`config.mk`:
```
export PLATFORM = sky130hd
export DESIGN_NAME = flash_cmd_ctrl
export DESIGN_NICKNAME = d
export VERILOG_FILES = /design/src/rtl/flc_pkg.sv /design/src/rtl/flc_key_guard.sv /design/src/rtl/flc_op_timer.sv /design/src/rtl/flc_sector_map.sv /design/src/rtl/flash_cmd_ctrl.sv
export SDC_FILE = /design/constraint.sdc
export NUM_CORES = 1
export LEC_CHECK = 0
export ABC_AREA = 1
export ABC_CLOCK_PERIOD_IN_PS = 2000
export BUFFER_PORTS_ARGS = -buffer_cell sky130_fd_sc_hd__buf_2
export CORE_ASPECT_RATIO = 0.9
export CORE_MARGIN = 2
export CORE_UTILIZATION = 40
export DETAILED_ROUTE_END_ITERATION = 8
export HOLD_SLACK_MARGIN = 0.12
export PLACE_DENSITY_LB_ADDON = 0.05
export SLEW_MARGIN = 20
export SYNTH_ARGS = -nofsm -noshare
export SYNTH_HDL_FRONTEND = slang
export SYNTH_HIERARCHICAL = 1
export SYNTH_SLANG_ARGS = --single-unit
export TNS_END_PERCENT = 5
```
`constraint.sdc`:
```
create_clock -name clk -period 2 [get_ports clk]
set_input_delay 0.4 -clock clk [delete_from_list [all_inputs] [get_ports clk]]
set_output_delay 0.4 -clock clk [all_outputs]
set_load 0.05 [all_outputs]
```
`src/rtl/flc_pkg.sv`:
```
package flc_pkg;
  localparam logic [1:0] A_KEY  = 2'd0;
  localparam logic [1:0] A_CTRL = 2'd1;
  localparam logic [1:0] A_STAT = 2'd2;

  localparam int C_PG    = 0;
  localparam int C_SER   = 1;
  localparam int C_START = 2;
  localparam int C_SECT  = 4;   // 5-bit field, bit 4 of field = bank
  localparam int C_LOCK  = 31;

  localparam int S_BUSY = 0;
  localparam int S_EOP  = 1;
  localparam int S_SEQ  = 2;
  localparam int S_LOCK = 3;
  localparam int S_FAIL = 4;

  localparam logic [31:0] KEY_A = 32'h4567_0123;
  localparam logic [31:0] KEY_B = 32'hCDEF_89AB;

  typedef enum logic [1:0] {KG_IDLE, KG_HALF, KG_OPEN, KG_JAMMED} kg_state_e;

  function automatic logic [31:0] sect_offset(input logic [3:0] idx);
    if (idx <= 4'd4) return 32'(idx) * 32'h4000;
    return 32'h2_0000 + 32'(idx - 4'd5) * 32'h2_0000;
  endfunction

  function automatic logic [31:0] sect_size(input logic [3:0] idx);
    if (idx < 4'd4)  return 32'h4000;
    if (idx == 4'd4) return 32'h1_0000;
    return 32'h2_0000;
  endfunction
endpackage

```
`src/rtl/flc_key_guard.sv`:
```
module flc_key_guard
  import flc_pkg::*;
(
  input  logic        clk,
  input  logic        rst_n,
  input  logic        key_wr,
  input  logic [31:0] key_data,
  input  logic        relock,
  output logic        unlocked,
  output logic        keyfail
);
  kg_state_e st;

  always_ff @(posedge clk or negedge rst_n) begin
    if (!rst_n) st <= KG_IDLE;
    else begin
      case (st)
        KG_IDLE:  if (key_wr) st <= (key_data == KEY_A) ? KG_HALF : KG_JAMMED;
        KG_HALF:  if (key_wr) st <= (key_data == KEY_B) ? KG_OPEN : KG_JAMMED;
        KG_OPEN: begin
          if (key_wr)      st <= KG_JAMMED;
          else if (relock) st <= KG_IDLE;
        end
        default:  st <= KG_JAMMED;
      endcase
    end
  end

  assign unlocked = (st == KG_OPEN);
  assign keyfail  = (st == KG_JAMMED);

  AST_JAM_STICKS: assert property (@(posedge clk) disable iff (!rst_n)
    keyfail |=> (keyfail && !unlocked));
endmodule

```
`src/rtl/flc_op_timer.sv`:
```
module flc_op_timer #(
  parameter int ERASE_CYC = 40,
  parameter int PROG_CYC  = 6
) (
  input  logic clk,
  input  logic rst_n,
  input  logic start_er,
  input  logic start_pg,
  output logic busy,
  output logic done
);
  localparam int MAXC = (ERASE_CYC > PROG_CYC) ? ERASE_CYC : PROG_CYC;
  localparam int CW   = $clog2(MAXC + 1);

  logic [CW-1:0] cnt;

  assign done = busy && (cnt == '0);

  always_ff @(posedge clk or negedge rst_n) begin
    if (!rst_n) begin
      busy <= 1'b0;
      cnt  <= '0;
    end else if (start_er) begin
      busy <= 1'b1;
      cnt  <= CW'(ERASE_CYC - 1);
    end else if (start_pg) begin
      busy <= 1'b1;
      cnt  <= CW'(PROG_CYC - 1);
    end else if (done) begin
      busy <= 1'b0;
    end else if (busy) begin
      cnt  <= cnt - 1'b1;
    end
  end

  AST_NO_RESTART: assert property (@(posedge clk) disable iff (!rst_n)
    (start_er || start_pg) |-> !busy);
endmodule

```
`src/rtl/flc_sector_map.sv`:
```
module flc_sector_map
  import flc_pkg::*;
#(
  parameter int          SECT_PER_BANK = 12,
  parameter logic [31:0] FLASH_BASE    = 32'h0800_0000
) (
  input  logic [4:0]  sect_field,
  output logic        valid,
  output logic        bank,
  output logic [3:0]  idx,
  output logic [31:0] base,
  output logic [31:0] size
);
  assign bank  = sect_field[4];
  assign idx   = sect_field[3:0];
  assign valid = (32'(idx) < 32'(SECT_PER_BANK));
  assign base  = FLASH_BASE + {11'd0, bank, 20'd0} + sect_offset(idx);
  assign size  = sect_size(idx);
endmodule

```
`src/rtl/flash_cmd_ctrl.sv`:
```
module flash_cmd_ctrl
  import flc_pkg::*;
#(
  parameter int          ERASE_CYC     = 40,
  parameter int          PROG_CYC      = 6,
  parameter int          SECT_PER_BANK = 12,
  parameter logic [31:0] FLASH_BASE    = 32'h0800_0000
) (
  input  logic        clk,
  input  logic        rst_n,
  input  logic        bus_wr,
  input  logic [1:0]  bus_addr,
  input  logic [31:0] bus_wdata,
  output logic [31:0] bus_rdata,
  input  logic        mem_wr,
  input  logic [31:0] mem_addr,
  input  logic [7:0]  mem_wdata,
  output logic        er_go,
  output logic        er_bank,
  output logic [3:0]  er_index,
  output logic [31:0] er_base,
  output logic [31:0] er_size,
  output logic        pg_go,
  output logic [31:0] pg_addr,
  output logic [7:0]  pg_data,
  output logic        busy
);
  logic unlocked, keyfail, done;
  logic pg_q, ser_q, strt_q, eop_q, seq_q;
  logic [4:0] sect_q;
  logic m_valid, m_bank;
  logic [3:0] m_idx;
  logic [31:0] m_base, m_size;

  logic wr_key, wr_ctrl, wr_stat, ctrl_take, relock, start_req, start_er, start_pg, seq_set;
  logic unused_bits;
  assign unused_bits = ^{bus_wdata[30:9], bus_wdata[3]};

  assign wr_key    = bus_wr && (bus_addr == A_KEY);
  assign wr_ctrl   = bus_wr && (bus_addr == A_CTRL);
  assign wr_stat   = bus_wr && (bus_addr == A_STAT);
  assign ctrl_take = wr_ctrl && unlocked && !busy && !bus_wdata[C_LOCK];
  assign relock    = wr_ctrl && unlocked && !busy &&  bus_wdata[C_LOCK];
  assign start_req = ctrl_take && bus_wdata[C_START];
  assign start_er  = start_req && bus_wdata[C_SER] && m_valid;
  assign start_pg  = mem_wr && pg_q && unlocked && !busy;
  assign seq_set   = (wr_ctrl && unlocked && busy && bus_wdata[C_START])
                   || (start_req && !start_er)
                   || (mem_wr && pg_q && unlocked && busy);

  flc_key_guard u_keys (
    .clk(clk), .rst_n(rst_n), .key_wr(wr_key), .key_data(bus_wdata),
    .relock(relock), .unlocked(unlocked), .keyfail(keyfail));

  flc_sector_map #(.SECT_PER_BANK(SECT_PER_BANK), .FLASH_BASE(FLASH_BASE)) u_map (
    .sect_field(bus_wdata[C_SECT +: 5]), .valid(m_valid), .bank(m_bank),
    .idx(m_idx), .base(m_base), .size(m_size));

  flc_op_timer #(.ERASE_CYC(ERASE_CYC), .PROG_CYC(PROG_CYC)) u_timer (
    .clk(clk), .rst_n(rst_n), .start_er(start_er), .start_pg(start_pg),
    .busy(busy), .done(done));

  always_ff @(posedge clk or negedge rst_n) begin
    if (!rst_n) begin
      pg_q <= 1'b0; ser_q <= 1'b0; strt_q <= 1'b0; sect_q <= '0;
      eop_q <= 1'b0; seq_q <= 1'b0;
      er_go <= 1'b0; er_bank <= 1'b0; er_index <= '0; er_base <= '0; er_size <= '0;
      pg_go <= 1'b0; pg_addr <= '0; pg_data <= '0;
    end else begin
      er_go <= start_er;
      pg_go <= start_pg;
      if (ctrl_take) begin
        pg_q   <= bus_wdata[C_PG];
        ser_q  <= bus_wdata[C_SER];
        sect_q <= bus_wdata[C_SECT +: 5];
        strt_q <= start_er;
      end else if (done) begin
        strt_q <= 1'b0;
      end
      if (start_er) begin
        er_bank <= m_bank; er_index <= m_idx; er_base <= m_base; er_size <= m_size;
      end
      if (start_pg) begin
        pg_addr <= mem_addr; pg_data <= mem_wdata;
      end
      if (done) eop_q <= 1'b1;
      else if (wr_stat && bus_wdata[S_EOP]) eop_q <= 1'b0;
      if (seq_set) seq_q <= 1'b1;
      else if (wr_stat && bus_wdata[S_SEQ]) seq_q <= 1'b0;
    end
  end

  always_comb begin
    bus_rdata = '0;
    case (bus_addr)
      A_CTRL: begin
        bus_rdata[C_LOCK]      = !unlocked;
        bus_rdata[C_SECT +: 5] = sect_q;
        bus_rdata[C_START]     = strt_q;
        bus_rdata[C_SER]       = ser_q;
        bus_rdata[C_PG]        = pg_q;
      end
      A_STAT: begin
        bus_rdata[S_BUSY] = busy;
        bus_rdata[S_EOP]  = eop_q;
        bus_rdata[S_SEQ]  = seq_q;
        bus_rdata[S_LOCK] = !unlocked;
        bus_rdata[S_FAIL] = keyfail;
      end
      default: bus_rdata = '0;
    endcase
  end

  AST_GO_EXCLUSIVE: assert property (@(posedge clk) disable iff (!rst_n)
    !(er_go && pg_go));
  AST_ERASE_MARKS_BUSY: assert property (@(posedge clk) disable iff (!rst_n)
    (er_go || pg_go) |-> busy);
  AST_GO_NEEDS_KEYS: assert property (@(posedge clk) disable iff (!rst_n)
    (er_go || pg_go) |-> $past(unlocked));
  AST_EOP_ON_FINISH: assert property (@(posedge clk) disable iff (!rst_n)
    $fell(busy) |-> (eop_q && !strt_q));
  AST_ERASE_SECT_VALID: assert property (@(posedge clk) disable iff (!rst_n)
    er_go |-> (32'(er_index) < 32'(SECT_PER_BANK)));
endmodule

```
After elaboration in Yosys (flattened, before gate mapping)

Index checks and enable logic that the tools add are counted.

Register bits: 130
Input port bits: 78
Output and inout port bits: 144

$add $sub $neg: 5
Order comparisons: 3
Equal/unequal tests: 12
Multiplexer cells: 34
Reduce and logical (&&, ||, !) cells: 36

Operators by type and width:

| kind                                                | number |
|---|---|
| 2-to-1 mux 32 bit                                   | 6 |
| adder 18 x 32 -> 32 bit, first input constant       | 1 |
| adder 32 bit                                        | 1 |
| == test 32 x 31 -> 1 bit, second input constant     | 1 |
| == test 32 bit, second input constant               | 1 |
| adder 28 x 21 -> 29 bit, first input constant       | 1 |
| 2-to-1 mux 6 bit                                    | 4 |
| logical AND 1 bit                                   | 20 |
| 2-to-1 mux 1 bit                                    | 15 |
| 2-to-1 mux 2 bit                                    | 5 |
| == test 2 bit, second input constant                | 3 |
| logical NOT 6 bit                                   | 1 |
| != test 3 x 1 -> 1 bit, second input constant       | 2 |
| case mux 2 bit (3 select lines)                     | 1 |
| case mux 3 bit (2 select lines)                     | 1 |
| nonzero test 2 bit                                  | 3 |
| nonzero test 3 bit                                  | 2 |
| subtractor 6 x 1 -> 6 bit, second input constant    | 1 |
| subtractor 4 x 3 -> 5 bit, second input constant    | 1 |
| == test 2 x 1 -> 1 bit, second input constant       | 2 |
| == test 4 x 3 -> 1 bit, second input constant       | 1 |
| <= comparator 4 x 3 -> 1 bit, second input constant | 1 |
| logical NOT 1 bit                                   | 4 |
| logical NOT 2 bit                                   | 2 |
| 8 further kinds                                     | 10 |

Depth between registers and ports, before layout

Gate-level depths: netlist of the first run.

Depth after elaboration: 13
Mapped depth: 17
Gate-level depth less buffers: 16

By module

Netlist of the first run, hierarchy kept.

By module, submodules not included:

| module         | instances | cells each | area each (µm²) |
|---|---|---|---|
| flash_cmd_ctrl | 1         | 589        | 5218.8 |
| flc_sector_map | 1         | 109        | 715.7 |
| flc_op_timer   | 1         | 55         | 451.7 |
| flc_key_guard  | 1         | 64         | 317.8 |

Worst setup path before layout of the first run

No wires, ideal clock.

Kind: input-to-reg
Start: input bus_wdata[4]
End: register er_base[25]
Library setup time: 0.118 ns
Data arrival time: 2.071 ns
Data required time: 1.882 ns
Setup slack: -0.190 ns
Cell stages on the path: 16
Buffers on the path: 1
Cell sequence: inv_1 -> ha_1 -> nor2_1 -> nand2_2 -> nor2_4 -> nor2_1 -> nor2_1 -> ha_1 -> inv_1 -> nor2_1 -> nand3_1 -> ha_1 -> inv_1 -> buf_4 -> nand4_1 -> nand2_1

Word-level cells in the longest chain between the ends: 4

Ends and longest elaborated chain:

| what                                                                             | RTL line                     | text |
|---|---|---|
| start, declared                                                                  | flash_cmd_ctrl.sv:13         | `input logic [31:0] bus_wdata,` |
| subtractor 4 x 3 -> 5 bit / <= comparator 4 x 3 -> 1 bit (equally long branches) | flc_pkg.sv:25, flc_pkg.sv:24 |  |
| adder 18 x 32 -> 32 bit / 2-to-1 mux 1 bit (equally long branches)               | flc_pkg.sv:25, flc_pkg.sv:24 |  |
| 2-to-1 mux 32 bit (*)                                                            | flc_pkg.sv:25                | `return 32'h2_0000 + 32'(idx - 4'd5) * 32'h2_0000;` |
| adder 32 bit (*)                                                                 | flc_sector_map.sv:17         | `assign base = FLASH_BASE + {11'd0, bank, 20'd0} + sect_offset(idx);` |
| net m_base[25]                                                                   | flash_cmd_ctrl.sv:33         | `logic [31:0] m_base, m_size;` |
| end signal, assigned                                                             | flash_cmd_ctrl.sv:81         | `er_bank <= m_bank; er_index <= m_idx; er_base <= m_base; er_size <= m_size;` |
| end, declared                                                                    | flash_cmd_ctrl.sv:21         | `output logic [31:0] er_base,` |

Mark *: on every way through the listed nets, which the timed path passes. The rest lies on a longest branch. The select of a mux whose other input is x is not followed.
A chain may end at the register's enable or synchronous reset.

Worst setup path in the final report of the first run

Start: register u_keys.st[0]
End: output bus_rdata[3]

Word-level cells in the longest chain between the ends: 3

Ends and longest elaborated chain:

| what                   | RTL line              | text |
|---|---|---|
| start, declared        | flc_key_guard.sv:12   | `kg_state_e st;` |
| start signal, assigned | flc_key_guard.sv:18   | `KG_IDLE: if (key_wr) st <= (key_data == KEY_A) ? KG_HALF : KG_JAMMED;` |
| start signal, assigned | flc_key_guard.sv:19   | `KG_HALF: if (key_wr) st <= (key_data == KEY_B) ? KG_OPEN : KG_JAMMED;` |
| == test 2 bit          | flc_key_guard.sv:29   | `assign unlocked = (st == KG_OPEN);` |
| net unlocked           | flash_cmd_ctrl.sv:28  | `logic unlocked, keyfail, done;` |
| logical NOT 1 bit      | flash_cmd_ctrl.sv:107 | `bus_rdata[S_LOCK] = !unlocked;` |
| 2-to-1 mux 1 bit       | flash_cmd_ctrl.sv:95  | `case (bus_addr)` |
| end, declared          | flash_cmd_ctrl.sv:14  | `output logic [31:0] bus_rdata,` |

The timed path passes the listed nets, and every way through them passes these cells.

==> results.tsv, run 1 <==
stage	metric	value	unit
drt	wl	17.0	mm
global_routing	grt-ovfl-total	0	
synthesis	yosysMostFrequentCell	nand2_1	
sta	rsz0062_at_grt	yes	
sta	hold_slack	0.178	ns
clock_tree	cts_tree	done	
worst_setup_path	crit_required	1.60	ns
die	die_w	140	um
synthesis	async_flop_share	100	%
clock_tree	clkTransAtPathRegs	0.06	ns
drt	first_iter_violations	345	
synthesis	yosysWarnings	6	
synthesis	synth_seq_cells	130	
sta	slew_viol_final	0	
sta	finalHoldViolations	0	
worst_setup_path	r2r-start	u_keys/st[0]$_DFFE_PN0P_	
finish	multiInputGateArea	0.00271	mm2
finish	diodes	0	
sta	max_freq	529	MHz
die	start_util	41.1	%
die	die_area	0.0178	mm2
global_routing	grt_util_all_layers	19.8	%
power_and_ir_drop	p_sw	0.00186	W
outcome	status	complete, no violations	
clock_tree	post_cts.repair.setup_buffers	0	
synthesis	netlist_area	0.00670	mm2
die	rows	44	
sta	min_period_over_period	94.5	%
clock_tree	cts_max_level	4	
place	preCtsSetupSlack	-0.289	ns
finish	regArea	0.00325	mm2
synthesis	synth-seq-area-share	48.5	%
sta	finalSetupTns	0	ns
clock_tree	cts_buffers	17	
die	die_y	127	um
power_and_ir_drop	pwr-share-clk	46.5	%
finish	areaGrowthSynthToFinish	25.3	%
synthesis	synth_top_flop_cell	dfrtp_1	
clock_tree	clockBufferDepth	2	
drt	drcViolationCount	0	
sta	worst_slack	0.111	ns
global_routing	use_met2	30.3	%
synthesis	synth_top_area_share	48.5	%
synthesis	synth_cell_type_count	28	
worst_setup_path	crit_type	reg2out	
drt	drt-wirelength-per-cell	13.7	um
sta	setup_viol	0	
power_and_ir_drop	seq_power_share	40.0	%
finish	finish.utilization	51.6	%
sta	skew	0.0120	ns
clock_tree	clk_latency	0.42	ns
power_and_ir_drop	vdd_drop_max	604	uV
drt	drtPass1Iterations	4	
drt	drt-vias-per-instance	4.48	
finish	nFillCells	1582	
worst_setup_path	start_kind	flip-flop	
place	hpwl	11.7	mm
die	io_pins	222	
finish	nets	1108	
power_and_ir_drop	intPower	0.00506	W
global_routing	gr-usage-met3	6.42	%
worst_hold_path	worstHoldPathType	in2reg	
run	drv_cap	0	
drt	vias	5541	
global_routing	grtUsageMet1	27.4	%
worst_setup_path	cp-startpoint	u_keys/st[0]$_DFFE_PN0P_	
place	globalplace.congestion	0.807	
worst_setup_path	worst-path-max-fanout	5	
global_routing	grt_max_degree	71	
finish	drive_gt1_share	28.2	%
synthesis	synth_area_leader_cell	dfrtp_1	
worst_setup_path	arrival	1.49	ns
worst_setup_path	cp-end-kind	primary output	
synthesis	synthCells	817	
global_routing	top_usage_layer	met2	
power_and_ir_drop	leakage	5.10	nW
clock_tree	cts.sinks	130	
clock_tree	cts_root_buf	clkbuf_16	
synthesis	synth_edf_count	0	
power_and_ir_drop	swShare	26.9	%
synthesis	synth.area.top_cells	dfrtp_1 49%, nand2_1 18%, buf_4 8.8%	
worst_hold_path	hp-start	mem_addr[7]	
power_and_ir_drop	p_per_area	824	mW/mm2
global_routing	grt_pass1_vias	5401	
global_routing	grt_pass1_wl	27.9	mm
synthesis	postSynthAreaPerCell	8.21	um2
drt	postRouteAntennaNets	0	
power_and_ir_drop	p_comb_share	13.5	%
die	coreArea	0.0163	mm2
sta	period_minus_slack	1.89	ns
global_routing	antenna_found_initial	0	
place	numPortBuffers	199	
synthesis	yosys-top-cells-count	320 x nand2_1, 130 x dfrtp_1, 79 x buf_4	
path summary, 6_finish.rpt:
kind / end / slack [ns] / depth (start not counted)
setup / recovery: bus_rdata[3] / 0.11 / 4
hold / removal: pg_addr[7]$_DFFE_PN0P_ / 0.18 / 3
setup reg to reg: er_base[14]$_DFFE_PN0P_ / 0.33 / 7
hold reg to reg: pg_data[6]$_DFFE_PN0P_ / 0.47 / 2
max in group asynchronous: er_base[11]$_DFFE_PN0P_ / 0.95 / 3
min in group asynchronous: pg_addr[24]$_DFFE_PN0P_ / 0.49 / 2
registers in the layout, summed over array words and instances, names as in the netlist:
signal        flops
er_index          4
u_timer/busy      1
u_keys/st         2
er_go             1
eop_q             1
er_base          32
ser_q             1
er_size          32
pg_addr          32
strt_q            1
pg_data           8
seq_q             1
sect_q            5
pg_go             1
er_bank           1
pg_q              1
u_timer/cnt       6
placed cells by master, fill, tap and decap left out, types with 2 or more instances in the layout:
cell	n
clkinv_2	2
nor2_4	4
nand4_1	78
nor3_1	2
clkbuf_1	2
clkbuf_4	4
buf_2	194
inv_2	4
o21ai_0	12
inv_1	49
nand3_1	21
nand2_1	320
nor3_2	2
clkbuf_16	17
buf_12	7
bufinv_16	4
clkinvlp_4	4
dfrtp_1	130
nor2_1	35
nor2_2	5
conb_1	69
buf_4	25
nand4_4	2
ha_1	8
ha_2	2
nand2_2	3
a21oi_1	9
nand2_4	3
critical path, cell delays in order (launching register included):
cell and delay [ns]:
dfrtp_1 0.42, nor2_1 0.20, buf_4 0.19, nor2_1 0.06, clkbuf_4 0.20
cell type report:
cell class              count  share of cell area [%]
flip-flops and latches    130                    38.7
multi-input cells         583                    32.3
repair buffers            232                    16.1
clock buffers              20                    5.32
well taps                 207                    3.08
inverters                  55                    2.67
clock inverters            10                    1.91
what timing repair did:
action	CTS	global route
endpoints found under the setup margin	0	4
endpoints found under the hold margin	39	0
gates resized for setup	0	5
hold buffers	1	0
routing by layer:
layer	vias to the layer above	wire length [um]
met3	15	1120
met4	0	160
met2	157	7450
met5	-	0
li1	2860	-
met1	2509	8250
logic make-up (layout without fill, tap and decap cells):
kind of cell,after synthesis,in the layout,share of synthesized area [%]
flops,130,130,48.5
other cells,2,69,0.112
buf+inv,171,317,15.1
compound gates,24,24,1.89
simple gates,479,479,32.3
fa+ha+maj,11,11,2.05
per-stage QoR:
| step | total power (W) | area [um2] | instances |
|---|---|---|---|
| 2_1_floorplan | 0.00352 | 6990 | 884 |
| 5_1_grt | 0.00723 | 8400 | 1237 |
| 3_5_place_dp | 0.00375 | 7780 | 1206 |
| 3_3_place_gp | 0.00375 | 7780 | 1206 |
| 4_1_cts | 0.00700 | 8390 | 1237 |
| 6_report | 0.00692 | 8400 | 1237 |
power groups by stage:
stage / Clock [W] / Combinational [W] / Sequential, W
after floorplan: 0 / 0.000518 / 0.00300
after global placement: 0 / 0.000940 / 0.00281
final: 0.00322 / 0.000935 / 0.00277
after detailed placement: 0 / 0.000937 / 0.00281
after CTS: 0.00329 / 0.000941 / 0.00277
after global routing: 0.00342 / 0.00103 / 0.00278
(Power assumes the default switching activity.)
==> run 2: changes to the inputs <==
Settings changed: RECOVER_POWER from default to 50.
==> results.tsv, run 2 (synthesized netlist as in run 1, its figures left out) <==
stage	metric	value	unit	change
sta	setup_viol	0		unchanged
clock_tree	post_cts.repair.setup_buffers	0		unchanged
sta	slew_headroom	26.7	%	
clock_tree	clkTransAtPathRegs	0.06	ns	about the same
drt	wl	17.0	mm	about the same
drt	postRouteAntennaNets	0		unchanged
clock_tree	cts_tree	done		
sta	max_freq	530	MHz	+0.15%
finish	drive_gt1_share	22.4	%	-5.7 points
global_routing	grt_max_degree	71		unchanged
finish	areaGrowthSynthToFinish	23.6	%	
sta	rsz0062_at_grt	yes		
die	start_util	41.1	%	unchanged
global_routing	grt_pass1_wl	27.9	mm	unchanged
place	globalplace.congestion	0.807		unchanged
worst_setup_path	crit_type	reg2out		
sta	finalSetupTns	0	ns	unchanged
worst_setup_path	crit_required	1.60	ns	about the same
clock_tree	cts.sinks	130		unchanged
outcome	status	complete, no violations		
sta	period_minus_slack	1.89	ns	-0.00280 ns
finish	largest_registers	er_base (32), er_size (32), pg_addr (32)		
sta	slew_viol_final	0		unchanged
die	coreArea	0.0163	mm2	unchanged
global_routing	antenna_found_initial	0		unchanged
die	die_w	140	um	unchanged
clock_tree	cts_root_buf	clkbuf_16		
finish	nets	1108		unchanged
worst_setup_path	worstRegToRegCells	7		unchanged
sta	worst_slack	0.114	ns	+0.00281 ns
drt	drtPass1Iterations	4		unchanged
finish	final_common_cell	nand2_1		
global_routing	grt_pass1_vias	5401		unchanged
worst_setup_path	arrival	1.49	ns	about the same
drt	vias	5557		+0.29%
sta	min_period_over_period	94.3	%	-0.14 points
place	numPortBuffers	199		unchanged
worst_hold_path	min_delay_path_depth	3		unchanged
global_routing	grt-ovfl-total	0		unchanged
die	io_pins	222		unchanged
finish	final_cell_mix	320 x nand2_1, 139 x buf_2, 130 x dfrtp_1, 78 x nand4_1, 69 x conb_1		
clock_tree	clk_latency	0.42	ns	about the same
power_and_ir_drop	leakage	4.83	nW	-5.1%
place	hpwl	11.7	mm	unchanged
power_and_ir_drop	p_per_area	832	mW/mm2	+0.96%
worst_hold_path	worstHoldPathType	in2reg		
worst_setup_path	cp-end-kind	primary output		
die	rows	44		unchanged
global_routing	grt_util_all_layers	19.8	%	unchanged
worst_setup_path	start_kind	flip-flop		
drt	drt-wirelength-per-cell	13.7	um	about the same
drt	drcViolationCount	0		unchanged
run	drv_cap	0		unchanged
drt	first_iter_violations	342		-0.87%
sta	tightest_slew	1.10	ns	
finish	diodes	0		unchanged
place	preCtsSetupSlack	-0.289	ns	unchanged
drt	drt-vias-per-instance	4.49		+0.29%
sta	finalHoldViolations	0		unchanged
clock_tree	cts_buffers	17		unchanged
worst_setup_path	worst-path-max-fanout	5		unchanged
sta	skew	0.0119	ns	-0.000108 ns
power_and_ir_drop	vdd_drop_max	604	uV	about the same
die	die_y	127	um	unchanged
clock_tree	cts_max_level	4		unchanged
clock_tree	clockBufferDepth	2		unchanged
die	die_area	0.0178	mm2	unchanged
run 2: cell types whose count changed in the layout (fill, tap and decap cells not counted), sizes merged:
cell / change
buf: -57
clkbuf: +57
run 2: metal layers:
layer | global-route usage [%] | vias up | share of wire, %
met3 | 6.42 | 17 | 6.4
met4 | 4.65 | 0 | 1.0
met2 | 30.3 | 158 | 43
met1 | 27.4 | 2521 | 49
met5 | 0 | - | 0
li1 | - | 2861 | -
run 2: cell type report:
class / count / area, um2
Fill cell: 1621 / 8010
Sequential cell: 130 / 3250
Multi-Input combinational cell: 583 / 2690
Timing Repair Buffer: 232 / 1250
Clock buffer: 20 / 447
Tap cell: 207 / 259
Inverter: 55 / 224
Clock inverter: 10 / 160
run 2: repair_timing:
item,in CTS,in global routing
hold buffers,1,0
endpoints found under the hold margin,39,0
endpoints found under the setup margin,0,4
gates resized for setup,0,5
run 2: final timing paths:
check,end,slack (ns),start
max in group asynchronous,er_base[11]$_DFFE_PN0P_,0.31,rst_n
max,bus_rdata[3],0.11,u_keys/st[0]$_DFFE_PN0P_
min in group asynchronous,pg_addr[24]$_DFFE_PN0P_,0.74,rst_n
max reg2reg,er_base[14]$_DFFE_PN0P_,0.33,u_keys/st[0]$_DFFE_PN0P_
min,pg_addr[7]$_DFFE_PN0P_,0.18,mem_addr[7]
min reg2reg,er_size[29]$_DFFE_PN0P_,0.47,er_size[29]$_DFFE_PN0P_
run 2: power breakdown:
group | leakage, nW | internal [W] | switching (W)
combinational | 2.75 | 0.000225 | 0.000679
clock | 0.284 | 0.00210 | 0.00112
sequential | 1.80 | 0.00272 | 0.0000532
run 2: metrics by stage:
step                      utilization [%]  std cells  hold slack, ns  cell area [um2]  total power (W)
after global routing                 50.9       1237           0.171             8290          0.00720
after floorplan                         -        884           0.104             6990          0.00352
after global placement               47.7       1206           0.359             7780          0.00375
after CTS                            51.5       1237           0.162             8390          0.00700
final                                50.9       1237           0.177             8290          0.00689
after detailed placement             47.7       1206           0.358             7780          0.00375
run 2: worst max-delay path, cell delays in order (launching register included):
cell and delay, ns:
dfrtp_1 0.42, nor2_1 0.20, buf_4 0.18, nor2_1 0.06
clkbuf_4 0.20
